## config.mk

```make
export PLATFORM = sky130hd
export DESIGN_NAME = pll_ctl_regs
export DESIGN_NICKNAME = d
export VERILOG_FILES = /design/src/rtl/pll_ctl_pkg.sv /design/src/rtl/pll_lock_sync.sv /design/src/rtl/pll_lock_flag.sv /design/src/rtl/pll_prog_regs.sv /design/src/rtl/pll_ctl_regs.sv
export SDC_FILE = /design/constraint.sdc
export NUM_CORES = 1
export LEC_CHECK = 0
export BUFFER_PORTS_ARGS = -buffer_cell sky130_fd_sc_hd__buf_4
export CORE_MARGIN = 10
export CORE_UTILIZATION = 40
export CTS_CLUSTER_DIAMETER = 60
export DETAILED_ROUTE_END_ITERATION = 8
export HOLD_SLACK_MARGIN = 0.15
export PLACE_DENSITY = 0.68
export SYNTH_ARGS = -nofsm -noshare
export SYNTH_HDL_FRONTEND = slang
export SYNTH_SLANG_ARGS = --single-unit
```

## constraint.sdc

```tcl
create_clock -name clk -period 1.9 [get_ports clk]
set_input_delay 0.285 -clock clk [delete_from_list [all_inputs] [get_ports clk]]
set_output_delay 0.285 -clock clk [all_outputs]
set_load 0.01 [all_outputs]
```

## src/rtl/pll_ctl_pkg.sv

```systemverilog
package pll_ctl_pkg;

   localparam int unsigned DATA_W   = 8;
   localparam int unsigned NUM_REGS = 6;

   // register slots, in window order
   typedef enum logic [2:0] {
      SEL_CTRL  = 3'd0,
      SEL_BW    = 3'd1,
      SEL_MULH  = 3'd2,
      SEL_MULL  = 3'd3,
      SEL_RANGE = 3'd4,
      SEL_RSVD  = 3'd5,
      SEL_NONE  = 3'd7
   } reg_sel_e;

   // control register bit positions
   localparam int unsigned CTL_IE   = 7;
   localparam int unsigned CTL_FLAG = 6;
   localparam int unsigned CTL_ON   = 5;
   localparam int unsigned CTL_SEL  = 4;
   localparam int unsigned CTL_VPR  = 0;
   localparam int unsigned VPR_W    = 2;

   // bandwidth register bit positions
   localparam int unsigned BW_AUTO = 7;
   localparam int unsigned BW_LOCK = 6;
   localparam int unsigned BW_ACQ  = 5;

   localparam logic [DATA_W-1:0] CTRL_RST = 8'h20;
   localparam logic [DATA_W-1:0] BW_RST   = 8'h00;
   localparam logic [DATA_W-1:0] RSVD_VAL = 8'h01;

endpackage

```

## src/rtl/pll_lock_sync.sv

```systemverilog
module pll_lock_sync #(
   parameter int unsigned STAGES = 2
) (
   input  logic clk,
   input  logic rst_n,
   input  logic d,
   output logic q
);

   generate
      if (STAGES == 0) begin : g_direct
         assign q = d;
      end else begin : g_chain
         logic [STAGES-1:0] chain_q;
         always_ff @(posedge clk or negedge rst_n) begin
            if (!rst_n) begin
               chain_q <= '0;
            end else if (STAGES == 1) begin
               chain_q <= d;
            end else begin
               chain_q <= {chain_q[STAGES-2:0], d};
            end
         end
         assign q = chain_q[STAGES-1];
      end
   endgenerate

endmodule

```

## src/rtl/pll_lock_flag.sv

```systemverilog
module pll_lock_flag (
   input  logic clk,
   input  logic rst_n,
   input  logic lock_s,
   input  logic arm,
   input  logic clr,
   input  logic ie,
   output logic flag,
   output logic irq
);

   logic prev_q;
   logic flag_q;
   logic flag_nxt;
   logic change;

   assign change = lock_s ^ prev_q;

   always_comb begin
      flag_nxt = 1'b0;
      if (arm) begin
         // a detected change beats a clearing read in the same cycle
         flag_nxt = (flag_q & ~clr) | change;
      end
   end

   always_ff @(posedge clk or negedge rst_n) begin
      if (!rst_n) begin
         prev_q <= 1'b0;
         flag_q <= 1'b0;
      end else begin
         prev_q <= lock_s;
         flag_q <= flag_nxt;
      end
   end

   assign flag = flag_q & arm;
   assign irq  = flag & ie;

endmodule

```

## src/rtl/pll_prog_regs.sv

```systemverilog
module pll_prog_regs #(
   parameter int unsigned MUL_W     = 12,
   parameter int unsigned MUL_RST   = 'h040,
   parameter int unsigned RANGE_RST = 'h40
) (
   input  logic             clk,
   input  logic             rst_n,
   input  logic             frozen,
   input  logic             wr_hi,
   input  logic             wr_lo,
   input  logic             wr_rng,
   input  logic [7:0]       wdata,
   output logic [MUL_W-1:0] mult,
   output logic [7:0]       vco_range,
   output logic [7:0]       rd_hi,
   output logic [7:0]       rd_lo
);

   localparam int unsigned HI_W = MUL_W - 8;
   localparam logic [MUL_W-1:0] MUL_INIT = MUL_W'(MUL_RST);
   localparam logic [7:0]       RNG_INIT = 8'(RANGE_RST);

   logic [HI_W-1:0] hi_q;
   logic [7:0]      lo_q;
   logic [7:0]      rng_q;

   always_ff @(posedge clk or negedge rst_n) begin
      if (!rst_n) begin
         hi_q  <= MUL_INIT[MUL_W-1:8];
         lo_q  <= MUL_INIT[7:0];
         rng_q <= RNG_INIT;
      end else if (!frozen) begin
         if (wr_hi) begin
            hi_q <= wdata[HI_W-1:0];
         end
         if (wr_lo) begin
            lo_q <= wdata;
         end
         if (wr_rng) begin
            rng_q <= wdata;
         end
      end
   end

   assign mult      = {hi_q, lo_q};
   assign vco_range = rng_q;
   assign rd_lo     = lo_q;

   generate
      if (HI_W == 8) begin : g_full_hi
         assign rd_hi = hi_q;
      end else begin : g_part_hi
         assign rd_hi = {{(8 - HI_W){1'b0}}, hi_q};
      end
   endgenerate

endmodule

```

## src/rtl/pll_ctl_regs.sv

```systemverilog
module pll_ctl_regs
   import pll_ctl_pkg::*;
#(
   parameter int unsigned ADDR_W      = 8,
   parameter int unsigned BASE_ADDR   = 'h36,
   parameter int unsigned MUL_W       = 12,
   parameter int unsigned MUL_RST     = 'h040,
   parameter int unsigned RANGE_RST   = 'h40,
   parameter int unsigned SYNC_STAGES = 2
) (
   input  logic              clk,
   input  logic              rst_n,
   input  logic [ADDR_W-1:0] addr,
   input  logic [7:0]        wdata,
   input  logic              wr_en,
   input  logic              rd_en,
   output logic [7:0]        rdata,
   input  logic              lock_in,
   output logic              irq,
   output logic              pll_on,
   output logic              clk_sel,
   output logic              auto_mode,
   output logic              acq_mode,
   output logic [1:0]        vco_prescale,
   output logic [MUL_W-1:0]  mult,
   output logic [7:0]        vco_range
);

   localparam logic [ADDR_W-1:0] BASE = ADDR_W'(BASE_ADDR);

   // elaboration-time parameter checks
   generate
      if (MUL_W < 9 || MUL_W > 16) begin : g_bad_mul_w
         $error("MUL_W must lie in 9..16");
      end
      if (ADDR_W < 3 || ADDR_W > 16) begin : g_bad_addr_w
         $error("ADDR_W must lie in 3..16");
      end
      if (BASE_ADDR + NUM_REGS > (1 << ADDR_W)) begin : g_bad_base
         $error("register window does not fit the address space");
      end
      if (SYNC_STAGES > 4) begin : g_bad_sync
         $error("SYNC_STAGES must lie in 0..4");
      end
      if (RANGE_RST > 255 || MUL_RST >= (1 << MUL_W)) begin : g_bad_rst
         $error("reset value wider than its field");
      end
   endgenerate

   // address decode
   logic [ADDR_W-1:0] off;
   reg_sel_e          sel;

   assign off = addr - BASE;

   always_comb begin
      if (off < ADDR_W'(NUM_REGS)) begin
         sel = reg_sel_e'(off[2:0]);
      end else begin
         sel = SEL_NONE;
      end
   end

   logic wr_ctrl, wr_bw, rd_ctrl;
   assign wr_ctrl = wr_en && (sel == SEL_CTRL);
   assign wr_bw   = wr_en && (sel == SEL_BW);
   assign rd_ctrl = rd_en && (sel == SEL_CTRL);

   // control and bandwidth state
   logic             ie_q, on_q, csel_q, auto_q, acq_q;
   logic [VPR_W-1:0] vpr_q;
   logic             ie_nxt, on_nxt, csel_nxt, auto_nxt, acq_nxt;
   logic [VPR_W-1:0] vpr_nxt;
   logic             range_ok;

   always_comb begin
      on_nxt   = on_q;
      ie_nxt   = ie_q & auto_q;
      csel_nxt = csel_q & on_q & range_ok;
      vpr_nxt  = vpr_q;
      auto_nxt = auto_q;
      acq_nxt  = acq_q;
      if (wr_ctrl) begin
         on_nxt   = csel_q | wdata[CTL_ON];
         ie_nxt   = auto_q & wdata[CTL_IE];
         csel_nxt = wdata[CTL_SEL] & on_nxt & range_ok;
         vpr_nxt  = wdata[CTL_VPR +: VPR_W];
      end
      if (wr_bw) begin
         auto_nxt = wdata[BW_AUTO];
         if (!auto_q) begin
            acq_nxt = wdata[BW_ACQ];
         end
      end
   end

   always_ff @(posedge clk or negedge rst_n) begin
      if (!rst_n) begin
         ie_q   <= CTRL_RST[CTL_IE];
         on_q   <= CTRL_RST[CTL_ON];
         csel_q <= CTRL_RST[CTL_SEL];
         vpr_q  <= CTRL_RST[CTL_VPR +: VPR_W];
         auto_q <= BW_RST[BW_AUTO];
         acq_q  <= BW_RST[BW_ACQ];
      end else begin
         ie_q   <= ie_nxt;
         on_q   <= on_nxt;
         csel_q <= csel_nxt;
         vpr_q  <= vpr_nxt;
         auto_q <= auto_nxt;
         acq_q  <= acq_nxt;
      end
   end

   // frequency programming
   logic [7:0] rd_hi, rd_lo;

   pll_prog_regs #(
      .MUL_W     (MUL_W),
      .MUL_RST   (MUL_RST),
      .RANGE_RST (RANGE_RST)
   ) u_prog (
      .clk       (clk),
      .rst_n     (rst_n),
      .frozen    (on_q),
      .wr_hi     (wr_en && (sel == SEL_MULH)),
      .wr_lo     (wr_en && (sel == SEL_MULL)),
      .wr_rng    (wr_en && (sel == SEL_RANGE)),
      .wdata     (wdata),
      .mult      (mult),
      .vco_range (vco_range),
      .rd_hi     (rd_hi),
      .rd_lo     (rd_lo)
   );

   assign range_ok = |vco_range;

   // lock status path
   logic lock_s, flag;

   pll_lock_sync #(
      .STAGES (SYNC_STAGES)
   ) u_sync (
      .clk   (clk),
      .rst_n (rst_n),
      .d     (lock_in),
      .q     (lock_s)
   );

   pll_lock_flag u_flag (
      .clk    (clk),
      .rst_n  (rst_n),
      .lock_s (lock_s),
      .arm    (auto_q),
      .clr    (rd_ctrl),
      .ie     (ie_q),
      .flag   (flag),
      .irq    (irq)
   );

   // read mux
   always_comb begin
      rdata = '0;
      unique case (sel)
         SEL_CTRL: begin
            rdata[CTL_IE]              = ie_q & auto_q;
            rdata[CTL_FLAG]            = flag;
            rdata[CTL_ON]              = on_q;
            rdata[CTL_SEL]             = csel_q;
            rdata[CTL_VPR +: VPR_W]    = vpr_q;
         end
         SEL_BW: begin
            rdata[BW_AUTO] = auto_q;
            rdata[BW_LOCK] = lock_s & auto_q;
            rdata[BW_ACQ]  = acq_q;
         end
         SEL_MULH:  rdata = rd_hi;
         SEL_MULL:  rdata = rd_lo;
         SEL_RANGE: rdata = vco_range;
         SEL_RSVD:  rdata = RSVD_VAL;
         default:   rdata = '0;
      endcase
   end

   assign pll_on       = on_q;
   assign clk_sel      = csel_q;
   assign auto_mode    = auto_q;
   assign acq_mode     = acq_q;
   assign vco_prescale = vpr_q;

endmodule

```

==> impl_metrics.tcl, run 1 <==
set metrics [dict create \
    core_um2 4030 \
    crit_required_ns 1.62 \
    drt-vias-per-instance 5.70 \
    drt_iter0_drc 125 \
    grt_pass1_wl_um 9670 \
    cts_tree "yes" \
    yosys_warnings 0 \
    synthFlopType "dfrtp_1" \
    ys_seq_elements 31 \
    synth_async_sr_flop_share_pct 100 \
    cts_buffers 5 \
    cp-start-kind "input pin" \
    antenna_found_initial 0 \
    routed.top_layer "met4" \
    synth-edff-count 0 \
    setup_violations 15 \
    violations "negative setup slack" \
    fp.dieW_um 84.6 \
    vias 1568 \
    dpl.hpwl_um 4040 \
    wl_met2_um 2920 \
    placed_area_um2 2400 \
    clock-sinks 31 \
    wl_met3_um 380 \
    period_needed_ns 1.99 \
    tightest_slew_ns 0.396 \
    clock_latency_ns 0.29 \
    grt_usage_pct 16.5 \
    netlist-cell-type-count 41 \
    pin_count 56 \
    area_growth_pct 65.4 \
    path_class "input pin to primary output" \
    fillCellCount 311 \
    row_count 23 \
    synth_area_per_cell_um2 12.3 \
    grt_start_max_net_pins 32 \
    syn_inst 135 \
    globalplace.congestion 0.904 \
    power_density_nw_per_um2 676 \
    io_buffer_count 55 \
    fmax_ghz 0.502 \
    cp_max_fo 5 \
    drt_wl_total_um 5700 \
    design_area_um2 2760 \
    htreeDepth 2 \
    cap_violations 0 \
    place_ws_ns -0.246 \
    finalWorstSetupSlack_ns -0.0935 \
    die_h_um 84.6 \
    rsz0062_at_grt "true" \
    synth_area_um2 1670 \
    initial_core_util_pct 41.4 \
    wl_met1_um 2220 \
    drv_slew 0 \
    drive_above_1_share_pct 65.3 \
    drt-pass1-iter-count 4 \
    avgRoutedWirePerCell_um 20.7 \
    hold_path.class "input pin to flip-flop" \
    finClkSkew_ns 0.00505 \
    overflow 0 \
    root_buffer "clkbuf_8" \
    grt_pass1_vias 1791 \
    fin_crit_sh_pct 105 \
    leakage_nw 1.35 \
    final_nets 246 \
    syn_nets 157 \
    arrival_ns 1.71 \
    cts.clk_slew.worst_paths_ns 0.06 \
    peakVddDrop_mv 0.537 \
    ant_nets 0 \
    drc 0 \
    dieArea_um2 7150 \
    endpoint_kind "primary output" \
    antennaDiodeCount 0 \
    status "finished, violations left" \
    clk_path_buf_depth 2 \
    yosysSeqAreaShare_pct 46.8 \
    hold_violations 0 \
    relSlewSlack_pct 73.6 \
]
## worst paths after layout
| kind | startpoint | end | slack [ns] | depth (start not counted) |
|---|---|---|---|---|
| max | addr[2] | rdata[0] | -0.09 | 7 |
| max in group asynchronous | rst_n | u_prog.rd_lo[6]$_DFFE_PN1P_ | 1.10 | 2 |
| min in group asynchronous | rst_n | acq_mode$_DFFE_PN0P_ | 0.47 | 2 |
| min | wdata[6] | u_prog.rd_lo[6]$_DFFE_PN1P_ | 0.24 | 2 |
| min reg2reg | u_sync.g_chain.chain_q[0]$_DFF_PN0_ | u_sync.g_chain.chain_q[1]$_DFF_PN0_ | 0.39 | 0 |
| max reg2reg | pll_on$_DFFE_PN1P_ | u_prog.hi_q[1]$_DFFE_PN0P_ | 0.29 | 4 |
## synth_stat cells, types with 2 or more instances
| cell | n | share of area (%) |
|---|---|---|
| a221o_1 | 2 | 1.2 |
| nor4_4 | 2 | 2.6 |
| dfstp_2 | 3 | 4.7 |
| o21a_1 | 2 | 0.90 |
| a22o_1 | 3 | 1.6 |
| nand2_1 | 4 | 0.90 |
| nor2_1 | 8 | 1.8 |
| mux2i_1 | 3 | 1.8 |
| dfrtp_1 | 28 | 42 |
| o21ai_0 | 4 | 1.2 |
| o211ai_1 | 2 | 0.90 |
| a21oi_1 | 4 | 1.2 |
| nand2b_1 | 2 | 0.75 |
| nor3_1 | 4 | 1.2 |
| a32o_1 | 5 | 3.0 |
| mux2_2 | 27 | 18 |
| clkbuf_1 | 4 | 0.90 |
| nor4_1 | 5 | 1.9 |
## power by group
group          internal [W]  total (W)  switching [W]  leakage [nW]
registers          0.000695   0.000727      0.0000324         0.412
logic              0.000183   0.000348       0.000165         0.872
clock network      0.000523   0.000788       0.000265        0.0644
total               0.00140    0.00186       0.000463          1.35
## cell families after synthesis
| logic type | after synthesis | share of synthesized area (%) |
|---|---|---|
| xor+xnor | 1 | 0.526 |
| buf+inv | 5 | 1.20 |
| fa+ha+maj | 1 | 0.751 |
| mux | 32 | 21.6 |
| flops | 31 | 46.8 |
| simple gates | 36 | 15.5 |
| compound gates | 29 | 13.6 |
## metrics by stage
step,std cells,power [W],hold slack [ns],util (%),setup TNS [ns]
CTS,275,0.00186,0.242,68.1,-0.396
finish,275,0.00186,0.241,68.4,-0.529
global placement,259,0.00103,0.232,59.7,-5.01
floorplan,135,0.000866,-0.0106,-,-1.07
global route,275,0.00194,0.239,68.4,-1.56
detailed placement,259,0.00104,0.241,59.7,-5.58
## area by class of cell
class	count	area [um2]	area share, %
clock buffer	5	68.8	2.50
clock inverter	3	67.6	2.45
multi-input combinational	99	1040	37.8
sequential	31	779	28.3
tap	50	62.6	2.27
timing repair buffer	87	737	26.7
## placed cells by master (no fill, tap or decap), types with 2 or more instances in the layout
cell            n
clkbuf_8        5
buf_8           2
nor2_2          2
mux2i_1         3
bufinv_16       2
o21ai_0         4
a21oi_1         4
a221o_1         2
nor4_1          2
mux2_2         20
dlygate4sd3_1   2
a22o_1          3
nor3_4          2
buf_4          73
dfstp_2         3
nor4b_4         2
a32o_2          2
nor2_4          2
buf_6           7
buf_12          3
o21a_1          2
o211ai_1        2
a32o_1          3
nand2_1         4
mux2_4          9
nor4_4          4
dfrtp_1        28
nor2_1          4
## registers in the layout, indices dropped and copies added (netlist names)
signal,cells
ie_q,1
u_sync.g_chain.chain_q,2
u_flag.flag_q,1
u_flag.prev_q,1
u_prog.rd_lo,8
u_prog.vco_range,8
acq_mode,1
auto_mode,1
u_prog.hi_q,4
pll_on,1
clk_sel,1
vco_prescale,2
## critical path, cell delays in order
cell and delay (ns):
buf_8 0.10, a211o_1 0.29, mux2_4 0.34, nor4_4 0.24, buf_4 0.19, a22o_1 0.14, buf_4 0.12
## routing by layer
layer	vias up	track usage (%)
li1	706	-
met1	781	18.3
met2	61	28.1
met3	20	5.31
met4	0	6.89
met5	-	0
## repair_timing
item | CTS | global route
hold buffers | 2 | 0
pin swaps | 10 | 8
buffers inserted | 6 | 1
setup endpoints to repair | 8 | 22
hold endpoints to repair | 29 | 0
gates resized for setup | 30 | 4
(Power assumes the default switching activity.)
==> run 2, diff against run 1 <==
PLACE_DENSITY = 0.66   (was 0.68)
clock period = 2.59 ns   (was 1.9 ns; I/O delays follow)
==> run 2 against run 1 <==
  * The run now ends clean
  * Highest routed layer unchanged
  * Largest power group unchanged
  * Worst setup slack better by 0.25 ns
  * Cell count fell by 6.9%
  * Clock power shrank 27%
==> impl_metrics.tcl, run 2 (synthesis gave the netlist of run 1 again) <==
set metrics [dict create \
    leakage_nw 1.15 \
    endpoint_kind "primary output" \
    vias 1440 \
    cp_max_fo 13 \
    path_class "input pin to primary output" \
    initial_core_util_pct 41.4 \
    power_density_nw_per_um2 551 \
    hold_path.class "input pin to flip-flop" \
    grt_pass1_vias 1617 \
    core_um2 4030 \
    status "complete, no violations" \
    final_nets 227 \
    fp.dieW_um 84.6 \
    crit_required_ns 2.20 \
    hold_violations 0 \
    dieArea_um2 7150 \
    rsz0062_at_grt "false" \
    drt-pass1-iter-count 4 \
    arrival_ns 2.04 \
    placed_area_um2 2210 \
    period_needed_ns 2.43 \
    io_buffer_count 55 \
    cts.clk_slew.worst_paths_ns 0.07 \
    avgRoutedWirePerCell_um 20.4 \
    drt-vias-per-instance 5.63 \
    clock_latency_ns 0.28 \
    drv_slew 0 \
    fin_setup_tns_ns 0 \
    multi_input_area_um2 867 \
    mostFrequentLayoutCell "buf_4" \
    pin_count 56 \
    dpl.hpwl_um 4060 \
    fin_util_pct 58.5 \
    setup_violations 0 \
    peakVddDrop_mv 0.463 \
    drive_above_1_share_pct 53.9 \
    grt_start_max_net_pins 32 \
    root_buffer "clkbuf_8" \
    seq_area_um2 779 \
    mostFrequentLayoutCells "buf_4 (67), dfrtp_1 (28), mux2_2 (27)" \
    fmax_ghz 0.411 \
    drc 0 \
    antenna_found_initial 0 \
    tightest_slew_ns 0.464 \
    antennaDiodeCount 0 \
    drt_iter0_drc 71 \
    area_growth_pct 41.5 \
    grt_pass1_wl_um 8400 \
    cp-start-kind "input pin" \
    cap_violations 0 \
    finClkSkew_ns 0.00347 \
    ant_nets 0 \
    cts_buffers 5 \
    fin_crit_sh_pct 93.9 \
    cts_tree "yes" \
    design_area_um2 2360 \
    relSlewSlack_pct 68.1 \
    clock-sinks 31 \
    grt_usage_pct 14.4 \
    overflow 0 \
    die_h_um 84.6 \
    post-cts-setup-buffer-count 0 \
    row_count 23 \
    globalplace.congestion 0.891 \
    fillCellCount 361 \
    drt_wl_total_um 5220 \
    htreeDepth 2 \
    clk_path_buf_depth 2 \
]
run 2: cell type report:
class / count / area share (%)
clock inverters: 3 / 2.86
flip-flops and latches: 31 / 33.1
multi-input cells: 99 / 36.8
repair buffers: 68 / 21.8
well taps: 50 / 2.65
clock buffers: 5 / 2.92
run 2: path summary, 6_finish.rpt:
check                                                    startpoint                             endpoint  slack, ns  cells after the start
worst min-delay path                                        lock_in  u_sync.g_chain.chain_q[0]$_DFF_PN0_       0.21                      1
worst max register to register                   pll_on$_DFFE_PN1P_           u_prog.hi_q[1]$_DFFE_PN0P_       0.96                      4
min in group asynchronous                                     rst_n      u_prog.vco_range[7]$_DFFE_PN0P_       0.58                      2
worst min register to register  u_sync.g_chain.chain_q[0]$_DFF_PN0_  u_sync.g_chain.chain_q[1]$_DFF_PN0_       0.35                      0
max in group asynchronous                                     rst_n                   pll_on$_DFFE_PN1P_       1.70                      2
worst max-delay path                                        addr[1]                             rdata[4]       0.16                      8
run 2: worst max-delay path, stage by stage:
cell and delay, ns:
buf_4 0.15, ha_1 0.25, nor4b_4 0.29, nor2_1 0.15, nor4_1 0.35, buf_4 0.19
a221o_1 0.14, buf_4 0.12
run 2: power breakdown:
group | switching, W | internal, W | total (W)
Clock | 0.000193 | 0.000384 | 0.000577
Sequential | 0.0000242 | 0.000510 | 0.000534
Combinational | 0.0000941 | 0.0000941 | 0.000188
run 2: metrics by stage:
| stage | power (W) | setup slack [ns] | instances | hold WS [ns] |
|---|---|---|---|---|
| floorplan | 0.000623 | 0.422 | 135 | 0.0929 |
| global placement | 0.000723 | 0.202 | 247 | 0.330 |
| detailed placement | 0.000731 | 0.122 | 247 | 0.343 |
| CTS | 0.00131 | 0.157 | 256 | 0.204 |
| global route | 0.00135 | 0.0233 | 256 | 0.201 |
| finish | 0.00130 | 0.158 | 256 | 0.209 |
run 2: metal layers:
layer  track usage [%]  part of all wire [%]
met2              24.2                    51
met5                 0                     0
met4              3.74                  0.75
met1              16.4                    40
met3              5.89                   8.5
run 2: repair_timing:
action,4_1_cts,5_1_grt
hold buffers,1,0
endpoints found under the hold margin,28,0
gates resized for setup,0,0
